File: config.mk
export PLATFORM = sky130hd
export DESIGN_NAME = vert_scan_seq
export DESIGN_NICKNAME = d
export VERILOG_FILES = /design/src/rtl/vsq_pkg.sv /design/src/rtl/vsq_pulse_timer.sv /design/src/rtl/vsq_scan_ctrl.sv /design/src/rtl/vert_scan_seq.sv
export SDC_FILE = /design/constraint.sdc
export NUM_CORES = 1
export LEC_CHECK = 0
export BUFFER_PORTS_ARGS = -buffer_cell sky130_fd_sc_hd__buf_2
export CORE_ASPECT_RATIO = 0.6
export CORE_MARGIN = 2
export CORE_UTILIZATION = 45
export CTS_CLUSTER_SIZE = 20
export DETAILED_ROUTE_END_ITERATION = 12
export GPL_ROUTABILITY_DRIVEN = 0
export REMOVE_ABC_BUFFERS = 1
export SETUP_SLACK_MARGIN = 0.4
export SLEW_MARGIN = 20
export SYNTH_ARGS = -nofsm -noshare
export SYNTH_HDL_FRONTEND = slang
export SYNTH_SLANG_ARGS = --single-unit
export TNS_END_PERCENT = 30
File: constraint.sdc
create_clock -name clk -period 4.6 [get_ports clk]
set_clock_uncertainty 0.05 [all_clocks]
set_input_delay 1.15 -clock clk [delete_from_list [all_inputs] [get_ports clk]]
set_output_delay 1.15 -clock clk [all_outputs]
set_load 0.01 [all_outputs]
File: src/rtl/vsq_pkg.sv
package vsq_pkg;

  typedef enum logic {
    SC_IDLE = 1'b0,
    SC_RUN  = 1'b1
  } scan_state_e;

  // Nearest whole number of base-clock cycles for a time in ns.
  function automatic int ns_to_cyc(input int ns, input int clk_ns);
    return (ns + clk_ns / 2) / clk_ns;
  endfunction

  // Timer slots in the pulse bank.
  localparam int TMR_EDGE = 0;
  localparam int TMR_PCG  = 1;
  localparam int TMR_VST  = 2;
  localparam int TMR_EN   = 3;
  localparam int TMR_N    = 4;

endpackage

File: src/rtl/vsq_pulse_timer.sv
// Delayed one-shot: a trigger sampled at edge k gives a pulse that is high
// from edge k+DLY for WID cycles. A new trigger restarts it; abort clears it.
module vsq_pulse_timer #(
  parameter int DLY = 1,
  parameter int WID = 1
) (
  input  logic clk,
  input  logic rst_n,
  input  logic trig_i,
  input  logic abort_i,
  output logic pulse_o
);

  localparam int TOTAL = DLY + WID;
  localparam int CW    = $clog2(TOTAL + 1);

  logic          run_q;
  logic [CW-1:0] cnt_q;

  always_ff @(posedge clk or negedge rst_n) begin
    if (!rst_n) begin
      run_q <= 1'b0;
      cnt_q <= '0;
    end else if (abort_i) begin
      run_q <= 1'b0;
      cnt_q <= '0;
    end else if (trig_i) begin
      run_q <= 1'b1;
      cnt_q <= '0;
    end else if (run_q) begin
      if (cnt_q == CW'(TOTAL - 1)) begin
        run_q <= 1'b0;
        cnt_q <= '0;
      end else begin
        cnt_q <= cnt_q + 1'b1;
      end
    end
  end

  assign pulse_o = run_q && (cnt_q >= CW'(DLY));

  AST_TMR_SPAN: assert property (@(posedge clk) disable iff (!rst_n)
    run_q |-> (cnt_q < CW'(TOTAL)));

  AST_TMR_IDLE_ZERO: assert property (@(posedge clk) disable iff (!rst_n)
    (!run_q && !trig_i) |=> !pulse_o);

endmodule

File: src/rtl/vsq_scan_ctrl.sv
// Field state, line acceptance, clock phase and gate-line index.
module vsq_scan_ctrl
  import vsq_pkg::*;
#(
  parameter int LINES = 225
) (
  input  logic                          clk,
  input  logic                          rst_n,
  input  logic                          frame_stb_i,
  input  logic                          line_stb_i,
  input  logic                          scan_down_i,
  input  logic                          edge_tick_i,
  output logic                          accept_o,
  output logic                          first_o,
  output logic                          vck_a_o,
  output logic                          vck_b_o,
  output logic [$clog2(LINES+1)-1:0]    line_idx_o
);

  localparam int CNTW = $clog2(LINES + 1);

  scan_state_e     st_q;
  logic [CNTW-1:0] issued_q;
  logic [CNTW-1:0] edges_q;
  logic            dir_down_q;
  logic            vck_a_q;
  logic            vck_b_q;
  logic [CNTW-1:0] idx_q;
  logic [CNTW-1:0] idx_next;
  logic            do_edge;

  assign accept_o = (st_q == SC_RUN) && line_stb_i && !frame_stb_i &&
                    (issued_q < CNTW'(LINES));
  assign first_o  = accept_o && (issued_q == '0);
  assign do_edge  = (st_q == SC_RUN) && edge_tick_i && !frame_stb_i;
  assign idx_next = dir_down_q ? (edges_q + 1'b1) : (CNTW'(LINES) - edges_q);

  always_ff @(posedge clk or negedge rst_n) begin
    if (!rst_n) begin
      st_q       <= SC_IDLE;
      issued_q   <= '0;
      edges_q    <= '0;
      dir_down_q <= 1'b1;
      vck_a_q    <= 1'b0;
      vck_b_q    <= 1'b1;
      idx_q      <= '0;
    end else if (frame_stb_i) begin
      st_q       <= SC_RUN;
      issued_q   <= '0;
      edges_q    <= '0;
      dir_down_q <= scan_down_i;
      vck_a_q    <= 1'b0;
      vck_b_q    <= 1'b1;
      idx_q      <= '0;
    end else begin
      if (accept_o) begin
        issued_q <= issued_q + 1'b1;
      end
      if (do_edge) begin
        vck_a_q <= ~vck_a_q;
        vck_b_q <= vck_a_q;
        edges_q <= edges_q + 1'b1;
        idx_q   <= idx_next;
        if (edges_q == CNTW'(LINES - 1)) begin
          st_q <= SC_IDLE;
        end
      end
    end
  end

  assign vck_a_o    = vck_a_q;
  assign vck_b_o    = vck_b_q;
  assign line_idx_o = idx_q;

  AST_EDGE_LIMIT: assert property (@(posedge clk) disable iff (!rst_n)
    edges_q <= CNTW'(LINES));

  AST_EDGES_TRAIL_LINES: assert property (@(posedge clk) disable iff (!rst_n)
    edges_q <= issued_q);

  AST_IDX_RANGE: assert property (@(posedge clk) disable iff (!rst_n)
    idx_q <= CNTW'(LINES));

  AST_IDLE_HOLD: assert property (@(posedge clk) disable iff (!rst_n)
    (st_q == SC_IDLE && !frame_stb_i) |=> $stable(vck_a_q));

  AST_FRAME_REST: assert property (@(posedge clk) disable iff (!rst_n)
    frame_stb_i |=> (!vck_a_q && idx_q == '0));

endmodule

File: src/rtl/vert_scan_seq.sv
// Top: controller plus a bank of four delayed one-shots.
module vert_scan_seq
  import vsq_pkg::*;
#(
  parameter int CLK_NS       = 20,
  parameter int LINES        = 225,
  parameter int EDGE_LAG_NS  = 5000,
  parameter int VST_SETUP_NS = 4500,
  parameter int VST_HOLD_NS  = 59000,
  parameter int EN_DLY_NS    = 2200,
  parameter int EN_W_NS      = 6000,
  parameter int PCG_W_NS     = 2500,
  parameter int PCG_LEAD_NS  = 1000
) (
  input  logic                       clk,
  input  logic                       rst_n,
  input  logic                       frame_stb_i,
  input  logic                       line_stb_i,
  input  logic                       scan_down_i,
  output logic                       vst_o,
  output logic                       vck_a_o,
  output logic                       vck_b_o,
  output logic                       gate_en_o,
  output logic                       prechg_o,
  output logic [$clog2(LINES+1)-1:0] line_idx_o
);

  localparam int EDGE_C  = ns_to_cyc(EDGE_LAG_NS, CLK_NS);
  localparam int TO_VCK  = EDGE_C + 1;
  localparam int SETUP_C = ns_to_cyc(VST_SETUP_NS, CLK_NS);
  localparam int HOLD_C  = ns_to_cyc(VST_HOLD_NS, CLK_NS);
  localparam int EN_D_C  = ns_to_cyc(EN_DLY_NS, CLK_NS);
  localparam int EN_W_C  = ns_to_cyc(EN_W_NS, CLK_NS);
  localparam int PCG_W_C = ns_to_cyc(PCG_W_NS, CLK_NS);
  localparam int PCG_L_C = ns_to_cyc(PCG_LEAD_NS, CLK_NS);
  localparam int PCG_D_C = TO_VCK - PCG_L_C - PCG_W_C;
  localparam int VST_D_C = TO_VCK - SETUP_C;
  localparam int VST_W_C = SETUP_C + HOLD_C;

  localparam int TMR_DLY [TMR_N] = '{EDGE_C, PCG_D_C, VST_D_C, EN_D_C};
  localparam int TMR_WID [TMR_N] = '{1, PCG_W_C, VST_W_C, EN_W_C};

  logic             accept;
  logic             first;
  logic [TMR_N-1:0] tmr_trig;
  logic [TMR_N-1:0] tmr_out;

  vsq_scan_ctrl #(
    .LINES (LINES)
  ) ctrl_i (
    .clk         (clk),
    .rst_n       (rst_n),
    .frame_stb_i (frame_stb_i),
    .line_stb_i  (line_stb_i),
    .scan_down_i (scan_down_i),
    .edge_tick_i (tmr_out[TMR_EDGE]),
    .accept_o    (accept),
    .first_o     (first),
    .vck_a_o     (vck_a_o),
    .vck_b_o     (vck_b_o),
    .line_idx_o  (line_idx_o)
  );

  assign tmr_trig[TMR_EDGE] = accept;
  assign tmr_trig[TMR_PCG]  = accept;
  assign tmr_trig[TMR_VST]  = first;
  assign tmr_trig[TMR_EN]   = tmr_out[TMR_EDGE];

  for (genvar g = 0; g < TMR_N; g++) begin : g_tmr
    vsq_pulse_timer #(
      .DLY (TMR_DLY[g]),
      .WID (TMR_WID[g])
    ) tmr_i (
      .clk     (clk),
      .rst_n   (rst_n),
      .trig_i  (tmr_trig[g]),
      .abort_i (frame_stb_i),
      .pulse_o (tmr_out[g])
    );
  end

  assign vst_o     = tmr_out[TMR_VST];
  assign gate_en_o = tmr_out[TMR_EN];
  assign prechg_o  = tmr_out[TMR_PCG];

  AST_VCK_COMPL: assert property (@(posedge clk) disable iff (!rst_n)
    vck_a_o != vck_b_o);

  AST_EDGE_CLEAR_PCG: assert property (@(posedge clk) disable iff (!rst_n)
    (vck_a_o != $past(vck_a_o)) |-> !prechg_o);

  AST_EDGE_CLEAR_EN: assert property (@(posedge clk) disable iff (!rst_n)
    (vck_a_o != $past(vck_a_o)) |-> !gate_en_o);

  AST_ABORT_QUIET: assert property (@(posedge clk) disable iff (!rst_n)
    frame_stb_i |=> (!vst_o && !gate_en_o && !prechg_o));

endmodule

==> run summary <==
GR Overflow Total -> 0
Initial antenna violation count -> 0
Routed len/inst -> 15.3 um
Reg clk slew, reported paths -> 50 ps
Critical path data arrival time -> 1820 ps
Worst-Skew Late Latency -> 330 ps
Seq/Total Area, Yosys -> 43.0%
Synth top area share -> 41.7%
Syn avg cell area -> 9.50 um^2
CP required -> 3400 ps
Setup violations, final -> 0
Vias/cell -> 5.73
Tmin final -> 3020 ps
Worst path max stage delay -> 590 ps
Die Span Y -> 76.7 um
Post-synth EDFFs -> 0
Routed WL -> 8260 um
Hold-fix buffers, CTS -> 0
Vias -> 3086
Post-synth cell types -> 64
Initial Util -> 46.5%
CP top delay family -> simple AND/OR/NAND/NOR gates
Worst Path Max Fanout -> 5
Final Slew Violations -> 0
Buf/Inv on CP -> 1
PwrDens -> 318 nW/um^2
CTS buffer count -> 9
Max Cap Violations -> 0
Largest net degree at the start of global routing -> 41
PostCTS Resize Cnt -> 0
Port bufs -> 17
Core footprint -> 8520 um^2
Final hold slack -> 456 ps
DRT antenna net count -> 0
Crit-path cells -> or4_4 > nor4_1 > a21boi_0 > buf_2
Largest cells by area after synthesis -> dfrtp_1, ha_1, nor2_1
Vias in the first global route -> 2799
TNS Setup -> 0 ps
Worst Hold Class -> reg -> reg
Top-count cell post-synth -> dfrtp_1
Fmax -> 331 MHz
Register area -> 1700 um^2
Worst-margin pin slew -> 833 ps
Clock Tree Buf Depth -> 2
Worst vdd ir -> 0.202 mV
DIE AREA -> 9590 um^2
RSZ-0062 raised after global routing -> false
H-tree lvl count -> 3
Main synth FF type -> dfrtp_1
Post-Syn Instances -> 417
Ys async rst share -> 100%
Startpoint Class -> register
Layout cells sized above 1 -> 11.9%
Crit-path slowest cell -> or4_4
# rows -> 26
Cells after DPL -> 523
Static leakage -> 1.92 nW
Synthesis-stage register bit count -> 68
YS warnings -> 0
Area delta synth->final -> 10.3%
# clock sinks -> 68
PnR Total Power -> 1.39 mW
Global-route usage over all layers -> 18.5%
Nets -> 443
Status -> complete, no violations
DR DRC count -> 0
Ant diodes -> 0
CTS tree -> yes
Top-level I/O count -> 18
First-pass GRT wire length -> 14200 um
Critical Path Sink Type -> primary output
1st-iter DRT viols -> 277
Root Driver -> clkbuf_16
Setup CP Type -> reg -> out
Final period utilization -> 65.8%
Final count of hold timing violations -> 0
DP HPWL -> 5740 um
Area of the multi-input gates -> 2070 um^2
Mapped cell area -> 3960 um^2
Setup Buffers After CTS -> 0
Layout fillers -> 793
Pre-antenna DRT Iters -> 4
Top cells by instance count after synthesis -> dfrtp_1, nor2_1, nand2_1, nand4_1
Largest area contributor in the netlist -> dfrtp_1
Worst slew margin -> 44.5%
Die X -> 125 um
Final cell count without fillers -> 539
## metrics by stage
step,worst slack [ps],utilization (%),instance area [um^2]
2_1_floorplan,2100,-,3830
3_3_place_gp,1470,47.7,4070
3_5_place_dp,1410,47.7,4070
4_1_cts,1550,51.3,4370
5_1_grt,1460,51.3,4370
6_report,1580,51.3,4370
## cell type report
| type | count | share of cell area (%) |
|---|---|---|
| Multi-Input combinational cell | 310 | 47.4 |
| Sequential cell | 68 | 39.0 |
| Clock buffer | 11 | 5.78 |
| Tap cell | 112 | 3.21 |
| Timing Repair Buffer | 19 | 2.29 |
| Inverter | 14 | 1.20 |
| Clock inverter | 5 | 1.15 |
## kinds of logic (layout without fill, tap and decap cells)
kind of cell / after synthesis / count (layout) / synth area share (%)
flops: 68 / 68 / 43.0
compound gates: 87 / 87 / 15.3
fa+ha+maj: 16 / 16 / 5.06
mux: 9 / 9 / 2.43
simple gates: 175 / 175 / 24.4
buf+inv: 39 / 49 / 4.71
xor+xnor: 23 / 23 / 5.09
## power by group
part	leakage (nW)	internal [mW]	switching [mW]	total, mW
clock network	0.155	0.445	0.255	0.699
registers	0.931	0.607	0.0170	0.624
logic	0.835	0.0236	0.0440	0.0676
## routing by layer
layer	GRT usage [%]	routed length, um
met2	24.7	3370
met1	28.0	4560
met4	5.67	35
met5	0	0
met3	6.07	301
## cell usage in the layout, fill, tap and decap left out, drive strengths merged, types with 4 or more instances in the layout
master	netlist	layout
nor3	10	10
o21ai	16	16
nor4b	4	4
nor2b	4	4
clkinv	0	4
a211oi	4	4
or3	6	6
o211ai	8	8
inv	14	14
nand2	31	31
a31oi	7	7
and2	5	5
xor2	15	15
and4	4	4
dfrtp	66	66
nand3b	4	4
nand3	19	19
xnor2	8	8
a21oi	19	19
nor2	37	37
ha	16	16
a311oi	5	5
mux2	5	5
a41oi	4	4
and3	14	14
mux2i	4	4
buf	14	19
nand2b	5	5
a21o	5	5
clkbuf	11	11
nand4	19	19
## state kept, by name (all words and copies together) (netlist names)
register / flops
g_tmr.tmr_i.run_q: 4
ctrl_i.line_idx_o: 7
ctrl_i.dir_down_q: 1
ctrl_i.issued_q: 8
ctrl_i.vck_a_o: 1
ctrl_i.vck_b_o: 1
ctrl_i.st_q: 1
ctrl_i.edges_q: 8
g_tmr.tmr_i.cnt_q: 37
## worst reg2reg max path: stages (launching register included)
cell and delay (ps):
dfrtp_1 410, inv_1 100, ha_1 210, o311a_1 520
and3_1 630, nand4_1 190, mux2_2 310
## final timing paths
kind,start,depth (start not counted),endpoint,slack (ps)
hold / removal,ctrl_i.line_idx_o[5],2,ctrl_i.line_idx_o[5],460
min in group asynchronous,rst_n,1,ctrl_i.line_idx_o[1],870
hold reg to reg,ctrl_i.line_idx_o[5],2,ctrl_i.line_idx_o[5],460
max in group asynchronous,rst_n,2,g_tmr[2].tmr_i.cnt_q[7],2890
setup reg to reg,g_tmr[0].tmr_i.cnt_q[0],6,ctrl_i.edges_q[6],2070
setup / recovery,g_tmr[2].tmr_i.cnt_q[8],4,vst_o,1580
Power figures use the tool's default switching activity.
